**config.mk**
```make
export PLATFORM = sky130hd
export DESIGN_NAME = slave_frame_rx
export DESIGN_NICKNAME = d
export VERILOG_FILES = /design/src/rtl/sfr_pkg.sv /design/src/rtl/sfr_sync_edge.sv /design/src/rtl/sfr_bit_timer.sv /design/src/rtl/sfr_deser.sv /design/src/rtl/sfr_err.sv /design/src/rtl/slave_frame_rx.sv
export SDC_FILE = /design/constraint.sdc
export NUM_CORES = 1
export LEC_CHECK = 0
export BUFFER_PORTS_ARGS = -buffer_cell sky130_fd_sc_hd__buf_2
export CORE_MARGIN = 1.5
export CORE_UTILIZATION = 38
export CTS_BUF_LIST = sky130_fd_sc_hd__clkbuf_8
export CTS_CLUSTER_DIAMETER = 120
export DETAILED_ROUTE_END_ITERATION = 16
export PLACE_DENSITY = 0.7
export SETUP_SLACK_MARGIN = 0.05
export SYNTH_ARGS = -nofsm -noshare
export SYNTH_HDL_FRONTEND = slang
export SYNTH_SLANG_ARGS = --single-unit
```
**constraint.sdc**
```tcl
create_clock -name clk -period 3.5 [get_ports clk]
set_input_delay 1.05 -clock clk [delete_from_list [all_inputs] [get_ports clk]]
set_output_delay 1.05 -clock clk [all_outputs]
set_load 0.05 [all_outputs]
```
**src/rtl/sfr_pkg.sv**
```systemverilog
package sfr_pkg;
   typedef struct packed {
      logic fp_edge;
      logic data_edge;
      logic dbl;
      logic dbl_pick;
      logic fp_multi;
      logic fp_low;
      logic t1;
   } rx_cfg_t;
endpackage

```
**src/rtl/sfr_sync_edge.sv**
```systemverilog
module sfr_sync_edge #(
   parameter int STAGES = 2,
   parameter int DW     = 3
) (
   input  logic          clk,
   input  logic          rst_n,
   input  logic          bclk_in,
   input  logic [DW-1:0] din,
   output logic          rise,
   output logic          fall,
   output logic [DW-1:0] dout
);
   timeunit 1ns; timeprecision 1ps;

   if (STAGES < 2) begin : g_bad_stages
      $error("sfr_sync_edge: STAGES must be at least 2");
   end

   logic [STAGES-1:0][DW:0] stg;
   logic                    bclk_prev;

   always_ff @(posedge clk or negedge rst_n) begin
      if (!rst_n) begin
         stg       <= '0;
         bclk_prev <= 1'b0;
      end else begin
         stg       <= {stg[STAGES-2:0], {bclk_in, din}};
         bclk_prev <= stg[STAGES-1][DW];
      end
   end

   assign rise = stg[STAGES-1][DW] & ~bclk_prev;
   assign fall = ~stg[STAGES-1][DW] & bclk_prev;
   assign dout = stg[STAGES-1][DW-1:0];
endmodule

```
**src/rtl/sfr_bit_timer.sv**
```systemverilog
module sfr_bit_timer import sfr_pkg::*; #(
   parameter int IDX_W   = 8,
   parameter int T1_BITS = 193,
   parameter int E1_BITS = 256
) (
   input  logic             clk,
   input  logic             rst_n,
   input  logic             rise,
   input  logic             fall,
   input  logic             fp_raw,
   input  rx_cfg_t          cfg,
   output logic             smp,
   output logic [IDX_W-1:0] smp_idx,
   output logic             bit0_pulse,
   output logic             bad_gap
);
   timeunit 1ns; timeprecision 1ps;

   logic             pend, ph, locked, fresh;
   logic [IDX_W-1:0] nxt, base, flen_m1;
   logic             fp_ev, dt_ev, fp_hit, start, ph_cur;

   always_comb begin
      fp_ev   = cfg.fp_edge ? fall : rise;
      dt_ev   = cfg.data_edge ? fall : rise;
      fp_hit  = fp_ev & (fp_raw ^ cfg.fp_low);
      start   = dt_ev & (pend | fp_hit);
      ph_cur  = start ? 1'b0 : ~ph;
      base    = start ? '0 : nxt;
      flen_m1 = cfg.t1 ? IDX_W'(T1_BITS - 1) : IDX_W'(E1_BITS - 1);
      smp     = dt_ev & (locked | start) & (~cfg.dbl | (ph_cur == cfg.dbl_pick));
      smp_idx = base;
      bit0_pulse = smp & (start | fresh);
      bad_gap    = start & locked & (nxt != '0);
   end

   always_ff @(posedge clk or negedge rst_n) begin
      if (!rst_n) begin
         pend   <= 1'b0;
         ph     <= 1'b0;
         locked <= 1'b0;
         fresh  <= 1'b0;
         nxt    <= '0;
      end else begin
         pend <= (pend | fp_hit) & ~dt_ev;
         if (dt_ev) ph <= ph_cur;
         if (start) locked <= 1'b1;
         fresh <= smp ? 1'b0 : (start | fresh);
         if (smp)        nxt <= (base == flen_m1) ? '0 : base + 1'b1;
         else if (start) nxt <= base;
      end
   end
endmodule

```
**src/rtl/sfr_deser.sv**
```systemverilog
module sfr_deser #(
   parameter int IDX_W     = 8,
   parameter int CH_BITS   = 8,
   parameter int CHAN_W    = 5,
   parameter bit MSB_FIRST = 1'b1
) (
   input  logic               clk,
   input  logic               rst_n,
   input  logic               smp,
   input  logic [IDX_W-1:0]   smp_idx,
   input  logic               bit0_pulse,
   input  logic               d_bit,
   input  logic               s_bit,
   input  logic               t1,
   input  logic               fp_multi,
   output logic               byte_valid,
   output logic [CH_BITS-1:0] byte_data,
   output logic [CH_BITS-1:0] sig_byte,
   output logic [CHAN_W-1:0]  byte_chan,
   output logic               frame_start,
   output logic               mf_start
);
   timeunit 1ns; timeprecision 1ps;

   localparam int CH_LOG = $clog2(CH_BITS);

   if (CH_LOG + CHAN_W > IDX_W) begin : g_bad_width
      $error("sfr_deser: channel field exceeds bit index width");
   end

   logic [CH_BITS-1:0] dsh, ssh, dsh_n, ssh_n;
   logic [IDX_W-1:0]   pos;
   logic               fbit, last;

   if (MSB_FIRST) begin : g_msb
      assign dsh_n = {dsh[CH_BITS-2:0], d_bit};
      assign ssh_n = {ssh[CH_BITS-2:0], s_bit};
   end else begin : g_lsb
      assign dsh_n = {d_bit, dsh[CH_BITS-1:1]};
      assign ssh_n = {s_bit, ssh[CH_BITS-1:1]};
   end

   always_comb begin
      pos  = t1 ? smp_idx - 1'b1 : smp_idx;
      fbit = t1 & (smp_idx == '0);
      last = (pos[CH_LOG-1:0] == {CH_LOG{1'b1}});
   end

   always_ff @(posedge clk or negedge rst_n) begin
      if (!rst_n) begin
         dsh         <= '0;
         ssh         <= '0;
         byte_valid  <= 1'b0;
         byte_data   <= '0;
         sig_byte    <= '0;
         byte_chan   <= '0;
         frame_start <= 1'b0;
         mf_start    <= 1'b0;
      end else begin
         byte_valid  <= 1'b0;
         frame_start <= smp & (smp_idx == '0);
         mf_start    <= bit0_pulse & fp_multi;
         if (smp && !fbit) begin
            dsh <= dsh_n;
            ssh <= ssh_n;
            if (last) begin
               byte_valid <= 1'b1;
               byte_data  <= dsh_n;
               sig_byte   <= ssh_n;
               byte_chan  <= pos[CH_LOG +: CHAN_W];
            end
         end
      end
   end
endmodule

```
**src/rtl/sfr_err.sv**
```systemverilog
module sfr_err (
   input  logic clk,
   input  logic rst_n,
   input  logic bad_gap,
   input  logic clr,
   input  logic en,
   output logic err,
   output logic irq
);
   timeunit 1ns; timeprecision 1ps;

   logic err_n;
   assign err_n = bad_gap | (err & ~clr);

   always_ff @(posedge clk or negedge rst_n) begin
      if (!rst_n) begin
         err <= 1'b0;
         irq <= 1'b0;
      end else begin
         err <= err_n;
         irq <= err_n & en;
      end
   end
endmodule

```
**src/rtl/slave_frame_rx.sv**
```systemverilog
module slave_frame_rx import sfr_pkg::*; #(
   parameter int SYNC_STAGES = 2,
   parameter int T1_BITS     = 193,
   parameter int E1_BITS     = 256,
   parameter int CH_BITS     = 8,
   parameter bit MSB_FIRST   = 1'b1
) (
   input  logic                                clk,
   input  logic                                rst_n,
   input  logic                                bclk_in,
   input  logic                                fp_in,
   input  logic                                sd_in,
   input  logic                                sig_in,
   input  logic                                cfg_fp_edge,
   input  logic                                cfg_data_edge,
   input  logic                                cfg_dbl,
   input  logic                                cfg_dbl_pick,
   input  logic                                cfg_fp_multi,
   input  logic                                cfg_fp_low,
   input  logic                                cfg_t1,
   input  logic                                cfg_err_en,
   input  logic                                err_clr,
   output logic                                byte_valid,
   output logic [CH_BITS-1:0]                  byte_data,
   output logic [CH_BITS-1:0]                  sig_byte,
   output logic [$clog2(E1_BITS/CH_BITS)-1:0]  byte_chan,
   output logic                                frame_start,
   output logic                                mf_start,
   output logic                                err_sticky,
   output logic                                irq
);
   timeunit 1ns; timeprecision 1ps;

   localparam int IDX_W  = $clog2(E1_BITS);
   localparam int CHAN_W = $clog2(E1_BITS / CH_BITS);

   if ((CH_BITS & (CH_BITS - 1)) != 0 || CH_BITS < 2) begin : g_bad_ch
      $error("slave_frame_rx: CH_BITS must be a power of two");
   end
   if (T1_BITS >= E1_BITS || (E1_BITS % CH_BITS) != 0) begin : g_bad_len
      $error("slave_frame_rx: frame lengths inconsistent");
   end

   rx_cfg_t          cfg;
   logic             rise, fall;
   logic [2:0]       sdat;
   logic             smp, bit0_pulse, bad_gap;
   logic [IDX_W-1:0] smp_idx;

   assign cfg = '{fp_edge: cfg_fp_edge, data_edge: cfg_data_edge, dbl: cfg_dbl,
                  dbl_pick: cfg_dbl_pick, fp_multi: cfg_fp_multi,
                  fp_low: cfg_fp_low, t1: cfg_t1};

   sfr_sync_edge #(.STAGES(SYNC_STAGES), .DW(3)) u_sync (
      .clk(clk), .rst_n(rst_n), .bclk_in(bclk_in),
      .din({fp_in, sd_in, sig_in}),
      .rise(rise), .fall(fall), .dout(sdat)
   );

   sfr_bit_timer #(.IDX_W(IDX_W), .T1_BITS(T1_BITS), .E1_BITS(E1_BITS)) u_timer (
      .clk(clk), .rst_n(rst_n), .rise(rise), .fall(fall), .fp_raw(sdat[2]),
      .cfg(cfg), .smp(smp), .smp_idx(smp_idx), .bit0_pulse(bit0_pulse),
      .bad_gap(bad_gap)
   );

   sfr_deser #(.IDX_W(IDX_W), .CH_BITS(CH_BITS), .CHAN_W(CHAN_W),
               .MSB_FIRST(MSB_FIRST)) u_deser (
      .clk(clk), .rst_n(rst_n), .smp(smp), .smp_idx(smp_idx),
      .bit0_pulse(bit0_pulse), .d_bit(sdat[1]), .s_bit(sdat[0]),
      .t1(cfg_t1), .fp_multi(cfg_fp_multi),
      .byte_valid(byte_valid), .byte_data(byte_data), .sig_byte(sig_byte),
      .byte_chan(byte_chan), .frame_start(frame_start), .mf_start(mf_start)
   );

   sfr_err u_err (
      .clk(clk), .rst_n(rst_n), .bad_gap(bad_gap), .clr(err_clr),
      .en(cfg_err_en), .err(err_sticky), .irq(irq)
   );
endmodule

```
==> impl_metrics.json <==
{
  "antenna_cells": 0,
  "detail-route-antenna-nets": 0,
  "clock_latency_ns": 0.33,
  "clk_pin_slew_ns": 0.06,
  "synth-seq-cells": 61,
  "synth_ff_type": "dfrtp_1",
  "first_pass_iters": 4,
  "path_class": "input pin to flip-flop",
  "muxShareOfSynthArea_pct": 16.2,
  "initial_core_util_pct": 39.2,
  "io_buffers": 40,
  "drc": 0,
  "worst_pin_slew_ns": 0.495,
  "dieHeight_um": 89.5,
  "grt_usage_pct": 14.1,
  "avgViaCountPerCell": 5.01,
  "setup_viol": 0,
  "drive_gt1_share_pct": 39.9,
  "avgSynthCellArea_um2": 12.0,
  "synth_top_family_by_area": "multiplexers",
  "drv_cap": 0,
  "setup.worst_path.start": "cfg_data_edge",
  "synth-compound-area-share_pct": 11.3,
  "die_w_um": 89.5,
  "syn_inst": 238,
  "root_buffer": "clkbuf_8",
  "dieArea_um2": 8020,
  "clock-sinks": 61,
  "worst_slack_ns": 0.243,
  "vdd_drop_max_mv": 0.252,
  "ctsResizeCount": 0,
  "ys_seq_area_share_pct": 53.6,
  "clockBufferDepth": 2,
  "synth-simple-area-share_pct": 13.0,
  "synth_cell_types": 50,
  "r2r_start": "u_sync.bclk_prev$_DFF_PN0_",
  "finalHoldViolations": 0,
  "antenna_found_initial": 0,
  "grt_start_max_net_pins": 42,
  "ys_warn_count": 0,
  "wl_mm": 5.32,
  "period_share_pct": 93.1,
  "endpoint_kind": "flip-flop",
  "multi_input_area_um2": 1260,
  "rows": 31,
  "crit_chain": "buf_2, or3b_2, a21boi_2, nor2_4, nand2_4, ha_4, a211o_1, a2111oi_4, buf_12, mux2_2",
  "slew_viol_final": 0,
  "syn2layout_area_growth_pct": 22.0,
  "ctsHoldBuffers": 0,
  "fillers": 644,
  "grt-ovfl-total": 0,
  "post-cts-setup-buffer-count": 0,
  "syn_nets": 256,
  "grt_pass1_vias": 1842,
  "power.total_mw": 2.62,
  "cp-start-kind": "input pin",
  "skew_ns": 0.00381,
  "synth_edf_count": 0,
  "critPathMaxStageDelay_ns": 0.46,
  "coreArea_um2": 7250,
  "rrSetupSlack_ns": 0.55,
  "drt_iter0_markers": 121,
  "cts_tree": "built",
  "synthArstFlopShare_pct": 100,
  "hold_class": "flip-flop to flip-flop",
  "htreeDepth": 3,
  "relSlewSlack_pct": 67.0,
  "crit_required_ns": 3.71,
  "place_congestion": 0.833,
  "register_area_um2": 1530,
  "fin_crit_ns": 3.26,
  "fmax_mhz": 307,
  "via_count": 1980,
  "crit_slowest_cell": "or3b_2",
  "rsz0062_at_grt": "false",
  "synth-xor-area-share_pct": 0.923,
  "synth_area_um2": 2850,
  "place_ws_ns": -0.0976,
  "hp-start": "u_sync.stg[1]$_DFF_PN0_",
  "critPathArrivalTime_ns": 3.47,
  "cp_max_fo": 22,
  "p_leak_nw": 1.64,
  "drt-wirelength-per-cell_um": 13.5,
  "status": "completed",
  "hpwl_mm": 3.70,
  "final_nets": 310,
  "io_pins": 41,
  "cts_buffers": 9,
  "final_core_util_pct": 47.9,
  "grt_pass1_wl_mm": 8.47,
  "synthAdderAreaFrac_pct": 1.32,
  "powerDensity_nw_per_um2": 754
}
## synthesized netlist by cell type (2+ instances only)
library cell | count | area [um^2]
nor2b_1 | 2 | 12.5
mux2_2 | 16 | 180
inv_1 | 8 | 30.0
clkbuf_1 | 9 | 33.8
nor3_1 | 3 | 15.0
o21ai_0 | 13 | 65.1
ha_1 | 3 | 37.5
o31ai_1 | 4 | 30.0
nand3_1 | 9 | 45.0
nand4_1 | 2 | 12.5
nand2_1 | 15 | 56.3
or4_1 | 2 | 15.0
nand2b_1 | 2 | 12.5
buf_6 | 3 | 33.8
a22oi_1 | 2 | 15.0
mux2_4 | 18 | 270
a211oi_1 | 2 | 15.0
or3b_2 | 4 | 35.0
xnor2_1 | 2 | 17.5
or3_1 | 6 | 37.5
nand3b_1 | 2 | 15.0
o211ai_1 | 2 | 15.0
dfrtp_1 | 61 | 1530
nor2_1 | 14 | 52.6
a21oi_1 | 9 | 45.0
## placed cells by master, fill, tap and decap left out, types with 2 or more instances in the layout
cell type / instances
or4_1: 2
nand2_4: 2
or3_1: 6
nand3b_1: 2
buf_4: 15
or3b_2: 4
a22oi_1: 2
clkbuf_8: 11
nor2_1: 14
o211ai_1: 2
o31ai_1: 4
ha_1: 2
mux2_4: 18
nand3_1: 9
mux2_2: 16
dfrtp_1: 61
a21oi_1: 9
a211oi_1: 2
inv_1: 8
nand2b_1: 2
buf_2: 40
nor2b_1: 2
nand2_1: 13
nor3_1: 3
o21ai_0: 13
xnor2_1: 2
clkinv_2: 2
nand4_1: 2
## metrics by stage
step	TNS, ns	hold slack, ns	std cells	instance area, um^2
6_report	0	0.352	395	3470
4_1_cts	0	0.357	395	3470
5_1_grt	0	0.361	395	3470
3_3_place_gp	-0.453	0.333	380	3270
3_5_place_dp	-1.21	0.342	380	3270
2_1_floorplan	-1.20	0.331	238	2900
## power by group
group | switching, mW | internal, mW | total [mW]
clock | 0.259 | 0.361 | 0.620
combinational | 0.570 | 0.377 | 0.948
sequential | 0.151 | 0.900 | 1.05
total | 0.980 | 1.64 | 2.62
## worst paths after layout
path / end / cells after the start
max: u_deser.byte_data[1]$_DFFE_PN0P_ / 10
min: u_sync.dout[1]$_DFF_PN0_ / 0
max reg2reg: u_deser.byte_data[1]$_DFFE_PN0P_ / 9
min reg2reg: u_sync.dout[1]$_DFF_PN0_ / 0
max in group asynchronous: u_deser.mf_start$_DFF_PN0_ / 2
min in group asynchronous: u_deser.sig_byte[4]$_DFFE_PN0P_ / 1
## cell families after synthesis
| family | after synthesis |
|---|---|
| buffers and inverters | 21 |
| multiplexers | 35 |
| AND/OR/NAND/NOR | 69 |
| flip-flops | 61 |
| adder cells (fa/ha/maj) | 3 |
| AO/OA/AOI/OAI | 46 |
| XOR/XNOR | 3 |
## layout make-up
cell class                 count  area share (%)
sequential                    61            44.0
clock buffer                  11            4.36
clock inverter                 4            1.37
inverter                       8           0.865
multi-input combinational    156            36.3
timing repair buffer          56            9.59
tap                           99            3.57
## routing by layer
layer  part of all wire (%)  vias to the layer above  global-route usage [%]
li1                       -                      966                       -
met3                    4.7                        6                    4.34
met5                      0                        -                       0
met1                     48                      954                    18.8
met2                     46                       54                    20.8
met4                    1.9                        0                    7.13
## worst max-delay path: cells and delay by family
family / cells / cell delay [ns]
buf+inv: 2 / 0.36
fa+ha+maj: 1 / 0.19
compound gates: 3 / 0.86
mux: 1 / 0.35
simple gates: 3 / 0.63
## state kept, by name (all words and copies together) (netlist names)
name / count
u_deser.byte_valid: 1
u_deser.frame_start: 1
u_deser.byte_chan: 5
u_err.irq: 1
u_timer.pend: 1
u_deser.sig_byte: 8
u_err.err: 1
u_timer.nxt: 8
u_sync.stg: 5
u_sync.dout: 3
u_sync.bclk_prev: 1
u_deser.dsh: 7
u_timer.ph: 1
u_timer.locked: 1
u_timer.fresh: 1
u_deser.byte_data: 8
u_deser.ssh: 7
u_deser.mf_start: 1
(Power assumes the default switching activity.)
